**src/rtl/bmc_tx_pkg.sv**
```systemverilog
// Shared constants and types for the biphase-mark audio serializer.
// Assumes a 4-slot preamble and a 4-slot trailing flag field per subframe.
package bmc_tx_pkg;
    localparam logic [7:0] PRE_BLOCK = 8'b11101000;
    localparam logic [7:0] PRE_LEFT  = 8'b11100010;
    localparam logic [7:0] PRE_RIGHT = 8'b11100100;
    localparam int PRE_SLOTS  = 4;
    localparam int FLAG_SLOTS = 4;

    typedef enum logic [1:0] {
        SK_PRE,
        SK_PAD,
        SK_AUD,
        SK_FLG
    } slot_kind_e;

    typedef struct packed {
        logic vld;
        logic usr;
        logic cst;
    } aux_t;
endpackage

```
**src/rtl/bmc_cell_timer.sv**
```systemverilog
// Cell pacing: turns cell_en (and half_rate) into an advance tick, and
// counts the cells of a frame. Assumes CELLS is a power of two.
module bmc_cell_timer #(
    parameter int CELLS = 128,
    localparam int CW   = $clog2(CELLS)
) (
    input  logic          clk,
    input  logic          rst_n,
    input  logic          cell_en,
    input  logic          half_rate,
    output logic          tick,
    output logic          frame_wrap,
    output logic [CW-1:0] cell_idx
);
    logic          phase_q;
    logic [CW-1:0] idx_q;

    assign tick       = cell_en & (~half_rate | phase_q);
    assign frame_wrap = tick & (idx_q == CW'(CELLS - 1));
    assign cell_idx   = idx_q;

    // Half-rate phase: alternate on enables, cleared at full rate.
    always_ff @(posedge clk) begin
        if (!rst_n)          phase_q <= 1'b0;
        else if (!half_rate) phase_q <= 1'b0;
        else if (cell_en)    phase_q <= ~phase_q;
    end

    // Cell counter: step on every tick, wrap at the frame end.
    always_ff @(posedge clk) begin
        if (!rst_n)          idx_q <= '0;
        else if (frame_wrap) idx_q <= '0;
        else if (tick)       idx_q <= idx_q + 1'b1;
    end
endmodule

```
**src/rtl/bmc_frame_seq.sv**
```systemverilog
// Frame content: holds and activates samples, counts the frames of a
// block, and decodes the current cell into a preamble pattern/position or
// a data slot bit. Assumes the slot count is a power of two.
module bmc_frame_seq
    import bmc_tx_pkg::*;
#(
    parameter int SAMPLE_W     = 16,
    parameter int PAD_SLOTS    = 8,
    parameter int BLOCK_FRAMES = 192,
    parameter int CW           = 7
) (
    input  logic                clk,
    input  logic                rst_n,
    input  logic                frame_wrap,
    input  logic [CW-1:0]       cell_idx,
    input  logic                smp_stb,
    input  logic [SAMPLE_W-1:0] smp_left,
    input  logic [SAMPLE_W-1:0] smp_right,
    input  logic [2:0]          aux_left,
    input  logic [2:0]          aux_right,
    input  logic                blk_start,
    output logic                in_pre,
    output logic [7:0]          pre_pat,
    output logic [2:0]          pre_pos,
    output logic                slot_bit
);
    localparam int SLOTS  = PRE_SLOTS + PAD_SLOTS + SAMPLE_W + FLAG_SLOTS;
    localparam int SW     = $clog2(SLOTS);
    localparam int AW     = $clog2(SAMPLE_W);
    localparam int AUD_LO = PRE_SLOTS + PAD_SLOTS;
    localparam int FLG_LO = AUD_LO + SAMPLE_W;
    localparam int FCW    = $clog2(BLOCK_FRAMES);

    logic [1:0][SAMPLE_W-1:0] in_s;
    logic [1:0][2:0]          in_a;
    logic [1:0][SAMPLE_W-1:0] act_s;
    logic [1:0][2:0]          act_a;

    assign in_s = {smp_right, smp_left};
    assign in_a = {aux_right, aux_left};

    // One hold/active register pair for each channel.
    for (genvar ch = 0; ch < 2; ch++) begin : g_chan
        logic [SAMPLE_W-1:0] hold_s, live_s;
        logic [2:0]          hold_a, live_a;

        // Holding stage: capture on every strobe.
        always_ff @(posedge clk) begin
            if (!rst_n) begin
                hold_s <= '0;
                hold_a <= '0;
            end else if (smp_stb) begin
                hold_s <= in_s[ch];
                hold_a <= in_a[ch];
            end
        end

        // Active stage: take the held values at the frame boundary.
        always_ff @(posedge clk) begin
            if (!rst_n) begin
                live_s <= '0;
                live_a <= '0;
            end else if (frame_wrap) begin
                live_s <= hold_s;
                live_a <= hold_a;
            end
        end

        assign act_s[ch] = live_s;
        assign act_a[ch] = live_a;
    end

    logic           restart_q;
    logic           is_block_q;
    logic [FCW-1:0] frame_q;
    logic [FCW-1:0] frame_nxt;

    // Next frame number: restart on request, otherwise wrap at the block size.
    always_comb begin
        if (restart_q || blk_start)           frame_nxt = '0;
        else if (frame_q == FCW'(BLOCK_FRAMES - 1)) frame_nxt = '0;
        else                                  frame_nxt = frame_q + 1'b1;
    end

    // Block-start request: remember it until the next frame boundary.
    always_ff @(posedge clk) begin
        if (!rst_n)          restart_q <= 1'b0;
        else if (frame_wrap) restart_q <= 1'b0;
        else if (blk_start)  restart_q <= 1'b1;
    end

    // Frame counter and block-opening flag, updated at the frame boundary.
    always_ff @(posedge clk) begin
        if (!rst_n) begin
            frame_q    <= '0;
            is_block_q <= 1'b1;
        end else if (frame_wrap) begin
            frame_q    <= frame_nxt;
            is_block_q <= (frame_nxt == '0);
        end
    end

    logic                sub_sel;
    logic [SW-1:0]       slot;
    logic                half;
    logic [SW-1:0]       aoff;
    logic [SAMPLE_W-1:0] cur_s;
    aux_t                cur_a;
    logic                parity;
    slot_kind_e          kind;

    assign sub_sel = cell_idx[CW-1];
    assign slot    = cell_idx[CW-2:1];
    assign half    = cell_idx[0];
    assign aoff    = slot - SW'(AUD_LO);
    assign cur_s   = act_s[sub_sel];
    assign cur_a   = aux_t'(act_a[sub_sel]);
    assign parity  = ^cur_s ^ cur_a.vld ^ cur_a.usr ^ cur_a.cst;

    // Slot classification from the slot number.
    always_comb begin
        if (slot < SW'(PRE_SLOTS))   kind = SK_PRE;
        else if (slot < SW'(AUD_LO)) kind = SK_PAD;
        else if (slot < SW'(FLG_LO)) kind = SK_AUD;
        else                         kind = SK_FLG;
    end

    // Bit carried by the current data slot.
    always_comb begin
        case (kind)
            SK_AUD:  slot_bit = cur_s[aoff[AW-1:0]];
            SK_FLG: begin
                case (slot - SW'(FLG_LO))
                    SW'(0):  slot_bit = cur_a.vld;
                    SW'(1):  slot_bit = cur_a.usr;
                    SW'(2):  slot_bit = cur_a.cst;
                    default: slot_bit = parity;
                endcase
            end
            default: slot_bit = 1'b0;
        endcase
    end

    // Preamble selection and cell position inside the preamble.
    always_comb begin
        in_pre  = (kind == SK_PRE);
        pre_pos = {slot[1:0], half};
        if (sub_sel)         pre_pat = PRE_RIGHT;
        else if (is_block_q) pre_pat = PRE_BLOCK;
        else                 pre_pat = PRE_LEFT;
    end
endmodule

```
**src/rtl/bmc_line_encoder.sv**
```systemverilog
// Line coder: drives the output level cell by cell, with a biphase-mark
// toggle per slot plus a mid-slot toggle for ones, and preamble cells that
// follow the pattern, inverted when the line before the preamble was high.
module bmc_line_encoder (
    input  logic       clk,
    input  logic       rst_n,
    input  logic       tick,
    input  logic       in_pre,
    input  logic [7:0] pre_pat,
    input  logic [2:0] pre_pos,
    input  logic       half,
    input  logic       slot_bit,
    output logic       line
);
    logic line_q;
    logic pol_q;
    logic base;
    logic lvl_nxt;

    assign line = line_q;
    assign base = (pre_pos == 3'd0) ? line_q : pol_q;

    // Next cell level.
    always_comb begin
        if (in_pre)     lvl_nxt = pre_pat[3'd7 - pre_pos] ^ base;
        else if (!half) lvl_nxt = ~line_q;
        else            lvl_nxt = line_q ^ slot_bit;
    end

    // Output register: advance one cell per tick.
    always_ff @(posedge clk) begin
        if (!rst_n)    line_q <= 1'b0;
        else if (tick) line_q <= lvl_nxt;
    end

    // Preamble polarity: the level seen just before the first preamble cell.
    always_ff @(posedge clk) begin
        if (!rst_n)                              pol_q <= 1'b0;
        else if (tick && in_pre && pre_pos == 3'd0) pol_q <= line_q;
    end
endmodule

```
**src/rtl/bmc_audio_tx.sv**
```systemverilog
// Top of the biphase-mark stereo serializer: pacing, frame content and line
// coder. Assumes cell_en pulses at 128x the frame rate (twice that with
// half_rate set) and that samples arrive at least once per frame.
module bmc_audio_tx #(
    parameter int SAMPLE_W     = 16,
    parameter int PAD_SLOTS    = 8,
    parameter int BLOCK_FRAMES = 192
) (
    input  logic                clk,
    input  logic                rst_n,
    input  logic                cell_en,
    input  logic                half_rate,
    input  logic                smp_stb,
    input  logic [SAMPLE_W-1:0] smp_left,
    input  logic [SAMPLE_W-1:0] smp_right,
    input  logic [2:0]          aux_left,
    input  logic [2:0]          aux_right,
    input  logic                blk_start,
    output logic                line_out
);
    localparam int SLOTS = bmc_tx_pkg::PRE_SLOTS + PAD_SLOTS + SAMPLE_W
                           + bmc_tx_pkg::FLAG_SLOTS;
    localparam int CELLS = 4 * SLOTS;
    localparam int CW    = $clog2(CELLS);

    logic          tick;
    logic          frame_wrap;
    logic [CW-1:0] cell_idx;
    logic          in_pre;
    logic [7:0]    pre_pat;
    logic [2:0]    pre_pos;
    logic          slot_bit;

    bmc_cell_timer #(.CELLS(CELLS)) u_timer (
        .clk        (clk),
        .rst_n      (rst_n),
        .cell_en    (cell_en),
        .half_rate  (half_rate),
        .tick       (tick),
        .frame_wrap (frame_wrap),
        .cell_idx   (cell_idx)
    );

    bmc_frame_seq #(
        .SAMPLE_W     (SAMPLE_W),
        .PAD_SLOTS    (PAD_SLOTS),
        .BLOCK_FRAMES (BLOCK_FRAMES),
        .CW           (CW)
    ) u_seq (
        .clk        (clk),
        .rst_n      (rst_n),
        .frame_wrap (frame_wrap),
        .cell_idx   (cell_idx),
        .smp_stb    (smp_stb),
        .smp_left   (smp_left),
        .smp_right  (smp_right),
        .aux_left   (aux_left),
        .aux_right  (aux_right),
        .blk_start  (blk_start),
        .in_pre     (in_pre),
        .pre_pat    (pre_pat),
        .pre_pos    (pre_pos),
        .slot_bit   (slot_bit)
    );

    bmc_line_encoder u_enc (
        .clk      (clk),
        .rst_n    (rst_n),
        .tick     (tick),
        .in_pre   (in_pre),
        .pre_pat  (pre_pat),
        .pre_pos  (pre_pos),
        .half     (cell_idx[0]),
        .slot_bit (slot_bit),
        .line     (line_out)
    );
endmodule

```
**config.mk**
```make
export PLATFORM = sky130hd
export DESIGN_NAME = bmc_audio_tx
export DESIGN_NICKNAME = d
export VERILOG_FILES = /design/src/rtl/bmc_tx_pkg.sv /design/src/rtl/bmc_cell_timer.sv /design/src/rtl/bmc_frame_seq.sv /design/src/rtl/bmc_line_encoder.sv /design/src/rtl/bmc_audio_tx.sv
export SDC_FILE = /design/constraint.sdc
export NUM_CORES = 1
export LEC_CHECK = 0
export BUFFER_PORTS_ARGS = -buffer_cell sky130_fd_sc_hd__buf_2
export CAP_MARGIN = 15
export CORE_ASPECT_RATIO = 2
export CORE_MARGIN = 2
export CORE_UTILIZATION = 40
export CTS_BUF_LIST = sky130_fd_sc_hd__clkbuf_8
export CTS_CLUSTER_SIZE = 16
export DETAILED_ROUTE_END_ITERATION = 10
export PLACE_DENSITY_LB_ADDON = 0.25
export SYNTH_ARGS = -nofsm -noshare
export SYNTH_HDL_FRONTEND = slang
export SYNTH_SLANG_ARGS = --single-unit
```
**constraint.sdc**
```tcl
create_clock -name clk -period 3.2 [get_ports clk]
set_input_delay 0.32 -clock clk [delete_from_list [all_inputs] [get_ports clk]]
set_output_delay 0.32 -clock clk [all_outputs]
set_load 0.005 [all_outputs]
```
==> qor.txt, run 1 <==
Slew HR: 27.8%
max_cap viols: 0
CP Launch Type: register
H-tree Lvls: 3
first-pass GRT wire length: 17.3 mm
vias in the first global route: 3,592
TritonCTS buffer count: 9
GPL Wtd Cong: 0.882
Worst Tran Pin Value: 1.08 ns
Post-synth EDFFs: 0
Internal: 1.70 mW
share of synthesized registers carrying an async set or reset: 0%
clock slew at reported path FFs: 0.10 ns
FF/Latch Area: 1920 um^2
DIE AREA: 12,500 um^2
Cells after Synth: 498
Area contributors post-synth: dfxtp_1 (41%), mux2i_1 (11%), nand2_1 (7.5%), a21boi_0 (6.6%), nor2b_1 (5.7%)
reg-to-reg critical path endpoint: u_enc.line$_SDFFE_PN0P_
Comb power frac: 7.1%
Slew Limit Fails: 0
Synth top area share: 41.4%
Fill cells: 1,133
CP Cell Sequence: inv_2 -> mux2i_1 -> xnor2_1 -> xnor2_1 -> xnor3_1 -> a21oi_1 -> mux2i_1
maximum vdd ir drop: 0.278 mV
GR Overflow Total: 0
Mapped Avg Cell Area: 9.32 um^2
Worst-Skew Late Latency: 0.37 ns
design area: 5170 um^2
FP Rows: 55
DR iter-0 viols: 166
Worst path slowest cell: dfxtp_1
Clk pwr share: 36.7%
hold slack: 0.180 ns
average wire per standard cell: 15.3 um
Yosys Warn Count: 0
pwr/cell area: 431 nW/um^2
post-route ant nets: 0
Fin Clk Skew: 0.0148 ns
Hold Path End: u_timer.phase_q$_SDFFE_PN0P_
CTS Hold Bufs: 0
Avg Vias per Cell: 5.22
# Post-CTS Setup Buffers: 0
Tot Pwr: 2.23 mW
post-placement cell area: 4970 um^2
min Tclk post-route: 2.44 ns
Std-Cell Core Area: 11,300 um^2
Crit path arrival time: 2.74 ns
Switching Share: 23.9%
RSZ-0062 raised after global routing: false
final hold violation count: 0
Max stage delay on crit path: 0.78 ns
Routed WL: 10.4 mm
antenna violations before repair: 0
Hold/Removal Path Class: input pin to register
crit-path max FO: 18
share of post-route cells with drive strength above 1: 14.6%
Post-Syn Nets: 547
Setup CP Type: register to register
GRT Util Overall: 17.9%
Post-CTS Resized: 0
Detail Placement HPWL: 7.83 mm
Final TNS setup: 0 ns
endpoints failing setup: 0
IO Port Bufs: 44
ANT cells: 0
Sink Count: 96
Synth top cells by count: dfxtp_1 (96), nand2_1 (93), mux2i_1 (52)
Reg2Reg Depth: 7
hold path cells: 2
launching point of the worst reg2reg path: u_timer.cell_idx[6]$_SDFFE_PP0P_
Top Ports: 45
top-count cell post-synth: dfxtp_1
TritonCTS clock tree: yes
fin nets: 579
f_max: 409 MHz
status: complete, no violations
leakage power: 2.09 nW
P_sw: 0.531 mW
die height: 156 um
placed insts: 661
# DRC: 0
root buf cell: clkbuf_8
Initial Utilization: 41.1%
Worst R2R Setup Slack: 0.76 ns
Synth cell types: 44
area grow syn2layout: 11.5%
Die W: 80.2 um
HP Start: half_rate
Non-Filler Instances: 677
Cell Area, Synth: 4640 um^2
Multi-input gate area: 2570 um^2
Initial DRT Pass Iterations: 4
largest net degree at the start of global routing: 72
Max Root-Sink Buffers: 2
Yosys top cell by area: dfxtp_1
fin crit share: 76.4%
CP Capture Type: register
Worst Path Required: 3.50 ns
part of the Yosys area used for sequential elements: 41.4%
Flop pwr share: 56.2%
Seq cells post-synth: 96
Primary FF master, synth: dfxtp_1
number of vias in the routed layout: 3,531
[logic make-up (layout without fill, tap and decap cells)]
kind of cell / after synthesis / count (layout) / share of synthesized area, %
AOI/OAI and AO/OA: 79 / 79 / 12.1
xor gates and xnor gates: 37 / 37 / 7.28
adders and majority gates: 5 / 5 / 1.35
buffers and inverters: 38 / 75 / 3.29
DFF: 96 / 96 / 41.4
muxes: 61 / 61 / 15.6
and+or+nand+nor: 182 / 182 / 19.0
[stage by stage]
step	util, %	setup WS (ns)
after floorplan	-	1.05
after global placement	44.0	0.863
after detailed placement	44.0	0.775
after CTS	45.8	0.757
after global routing	45.8	0.531
final	45.8	0.756
[cell usage in the layout, fill, tap and decap left out, drive strengths merged, types with 2 or more instances in the layout]
master and n:
inv 10, nor2 7, and2 6, a31oi 2, o31ai 2, nand3 7, a2111oi 2, mux2i 52
nand2 93, ha 5, xnor2 19, a21oi 5, and3 8, o41ai 2, o211ai 2, nand3b 2
nor3b 3, o21ai 13, buf 50, clkinvlp 3, dfxtp 96, nor3 9, xor2 17, a21boi 42
nor2b 42, mux4 9, o311ai 3, clkbuf 10
[power groups by stage]
stage	Clock, mW	Sequential [mW]	Combinational, mW
2_1_floorplan	0	1.27	0.111
3_3_place_gp	0	1.28	0.157
3_5_place_dp	0	1.28	0.160
4_1_cts	0.843	1.25	0.161
5_1_grt	0.891	1.26	0.178
6_report	0.817	1.25	0.159
[worst max-delay path: cells and delay by family (launching register included)]
family,cells,cell delay [ns]
AO/OA/AOI/OAI,1,0.19
XOR/XNOR,3,0.68
buffers and inverters,1,0.29
flip-flops,1,0.78
multiplexers,2,0.43
[worst max-delay path by stage]
stage	start	cells after the start	endpoint
2_1_floorplan	u_seq.frame_q[0]$_SDFFE_PN0P_	8	u_seq.frame_q[7]$_SDFFE_PN0P_
3_3_place_gp	u_timer.cell_idx[6]$_SDFFE_PP0P_	7	u_enc.line$_SDFFE_PN0P_
3_5_place_dp	u_timer.cell_idx[6]$_SDFFE_PP0P_	7	u_enc.line$_SDFFE_PN0P_
4_1_cts	u_timer.cell_idx[6]$_SDFFE_PP0P_	7	u_enc.line$_SDFFE_PN0P_
5_1_grt	u_timer.cell_idx[6]$_SDFFE_PP0P_	7	u_enc.line$_SDFFE_PN0P_
6_report	u_timer.cell_idx[6]$_SDFFE_PP0P_	7	u_enc.line$_SDFFE_PN0P_
[state kept, by name, summed over array words and instances, names as in the netlist]
name                 cells
u_seq.frame_q            8
u_seq.g_chan.hold_s     32
u_enc.pol_q              1
u_seq.is_block_q         1
u_timer.phase_q          1
u_timer.cell_idx         7
u_seq.g_chan.hold_a      6
u_seq.g_chan.live_a      6
u_seq.restart_q          1
u_seq.g_chan.live_s     32
u_enc.line               1
[cell type report]
class | instances | area share, %
multi-input cells | 364 | 49.7
clock inverters | 6 | 1.28
repair buffers | 50 | 5.13
inverters | 9 | 0.653
clock buffers | 10 | 2.66
flip-flops and latches | 96 | 37.1
well taps | 142 | 3.43
[routing by layer]
layer	routed length, um	track usage (%)
met2	5910	33.8
met5	0	0
met4	422	9.28
met3	255	3.63
met1	3790	17.6
No activity file was read; power rests on OpenSTA's default activity.
==> inputs of run 2 (changes only) <==
==> constraint.sdc (replaced) <==
create_clock -name clk -period 2.1 [get_ports clk]
set_input_delay 0.21 -clock clk [delete_from_list [all_inputs] [get_ports clk]]
set_output_delay 0.21 -clock clk [all_outputs]
set_load 0.005 [all_outputs]
==> qor.txt, run 2 (synthesis results as in run 1) <==
status: complete, no violations
Avg Vias per Cell: 5.27
ANT cells: 0
crit-path max FO: 8
f_max: 478 MHz
pwr/cell area: 636 nW/um^2
vias in the first global route: 3,618
Die W: 80.2 um
GPL Wtd Cong: 0.916
Worst-Skew Late Latency: 0.37 ns
min Tclk post-route: 2.09 ns
Worst Path Required: 2.40 ns
Slew HR: 61.6%
RSZ-0062 raised after global routing: true
largest net degree at the start of global routing: 59
maximum vdd ir drop: 0.324 mV
IO Port Bufs: 44
root buf cell: clkbuf_8
clock slew at reported path FFs: 0.10 ns
DIE AREA: 12,500 um^2
Std-Cell Core Area: 11,300 um^2
FP Rows: 55
average wire per standard cell: 15.3 um
post-placement cell area: 5100 um^2
area grow syn2layout: 15.3%
Fin Clk Skew: 0.0110 ns
Final TNS setup: 0 ns
GR Overflow Total: 0
antenna violations before repair: 0
fin crit share: 99.6%
die height: 156 um
H-tree Lvls: 3
endpoints failing setup: 0
share of post-route cells with drive strength above 1: 17.6%
Max Root-Sink Buffers: 2
post-route ant nets: 0
first-pass GRT wire length: 17.2 mm
placed insts: 672
fin nets: 590
Detail Placement HPWL: 8.06 mm
final worst slack: 0.00926 ns
Routed WL: 10.5 mm
DR iter-0 viols: 174
Top Registers: u_seq.g_chan.hold_s: 32 flops, u_seq.g_chan.live_s: 32 flops, u_seq.frame_q: 8 flops
commonest non-fill, non-tap cells in the layout: nand2_1 (93), dfxtp_1 (92), mux2i_1 (52)
Crit path arrival time: 2.39 ns
Hold/Removal Path Class: input pin to register
Worst Tran Pin Value: 0.576 ns
Initial Utilization: 41.1%
final hold violation count: 0
CP Capture Type: register
Initial DRT Pass Iterations: 6
Final Util: 47.4%
# DRC: 0
leakage power: 2.19 nW
Sink Count: 96
CTS Hold Bufs: 0
Setup Slack @ Placement: -0.0240 ns
GRT Util Overall: 17.8%
TritonCTS buffer count: 9
Setup CP Type: register to register
Top Ports: 45
design area: 5350 um^2
TritonCTS clock tree: yes
Non-Filler Instances: 688
Slew Limit Fails: 0
number of vias in the routed layout: 3,623
commonest non-fill, non-tap cell in the layout: nand2_1
CP Launch Type: register
max_cap viols: 0
-- run 2: cell types whose count changed in the layout (fill, tap and decap cells not counted), moves of 2 or more --
cell	previous run	this run
buf_4	6	12
buf_12	0	4
dfxtp_1	96	92
dfxtp_2	0	4
a2111oi_0	2	0
-- run 2: through the flow --
stage	hold slack (ns)	power, mW
2_1_floorplan	0.343	2.11
3_3_place_gp	0.454	2.19
3_5_place_dp	0.457	2.20
4_1_cts	0.0734	3.45
5_1_grt	0.0901	3.54
6_report	0.0926	3.40
-- run 2: cell type report --
type / instances / area, um^2
clock buffers: 10 / 138
clock inverters: 6 / 67.6
fillers: 1119 / 5940
inverters: 9 / 33.8
multi-input cells: 364 / 2600
flip-flops and latches: 96 / 1930
well taps: 142 / 178
repair buffers: 61 / 402
-- run 2: what timing repair did --
item / CTS / global route
gates resized for setup: 3 / 9
hold endpoints to repair: 0 / 0
gates cloned: 0 / 0
endpoints found under the setup margin: 1 / 8
buffers inserted: 0 / 0
pin swaps: 0 / 2
-- run 2: path summary, 6_finish.rpt --
path | start | depth (start not counted) | endpoint | slack [ns]
max | u_timer.cell_idx[2]$_SDFFE_PP0P_ | 7 | u_enc.line$_SDFFE_PN0P_ | 0.009
min | aux_right[0] | 3 | u_seq.g_chan[1].hold_a[0]$_SDFFE_PN0P_ | 0.09
max reg2reg | u_timer.cell_idx[2]$_SDFFE_PP0P_ | 7 | u_enc.line$_SDFFE_PN0P_ | 0.009
min reg2reg | u_seq.g_chan[1].hold_s[13]$_SDFFE_PN0P_ | 2 | u_seq.g_chan[1].live_s[13]$_SDFFE_PN0P_ | 0.47
-- run 2: routing by layer --
| metal | vias to the layer above | share of wire, % | GRT usage, % |
|---|---|---|---|
| met3 | 45 | 2.3 | 3.06 |
| met1 | 1708 | 36 | 17.3 |
| li1 | 1787 | - | - |
| met5 | - | 0 | 0 |
| met2 | 83 | 55 | 32.6 |
| met4 | 0 | 6.5 | 12.3 |
-- run 2: report_power, final --
part           internal (mW)  switching (mW)
combinational          0.135           0.119
clock                  0.587           0.654
sequential              1.87          0.0347
total                   2.59           0.808
-- run 2: critical path: stages, from the launching register on --
cell	delay, ns
dfxtp_2	0.36
buf_12	0.13
mux4_2	0.49
mux4_2	0.48
nand3_1	0.10
nand3b_1	0.11
a21oi_2	0.13
mux2i_1	0.21
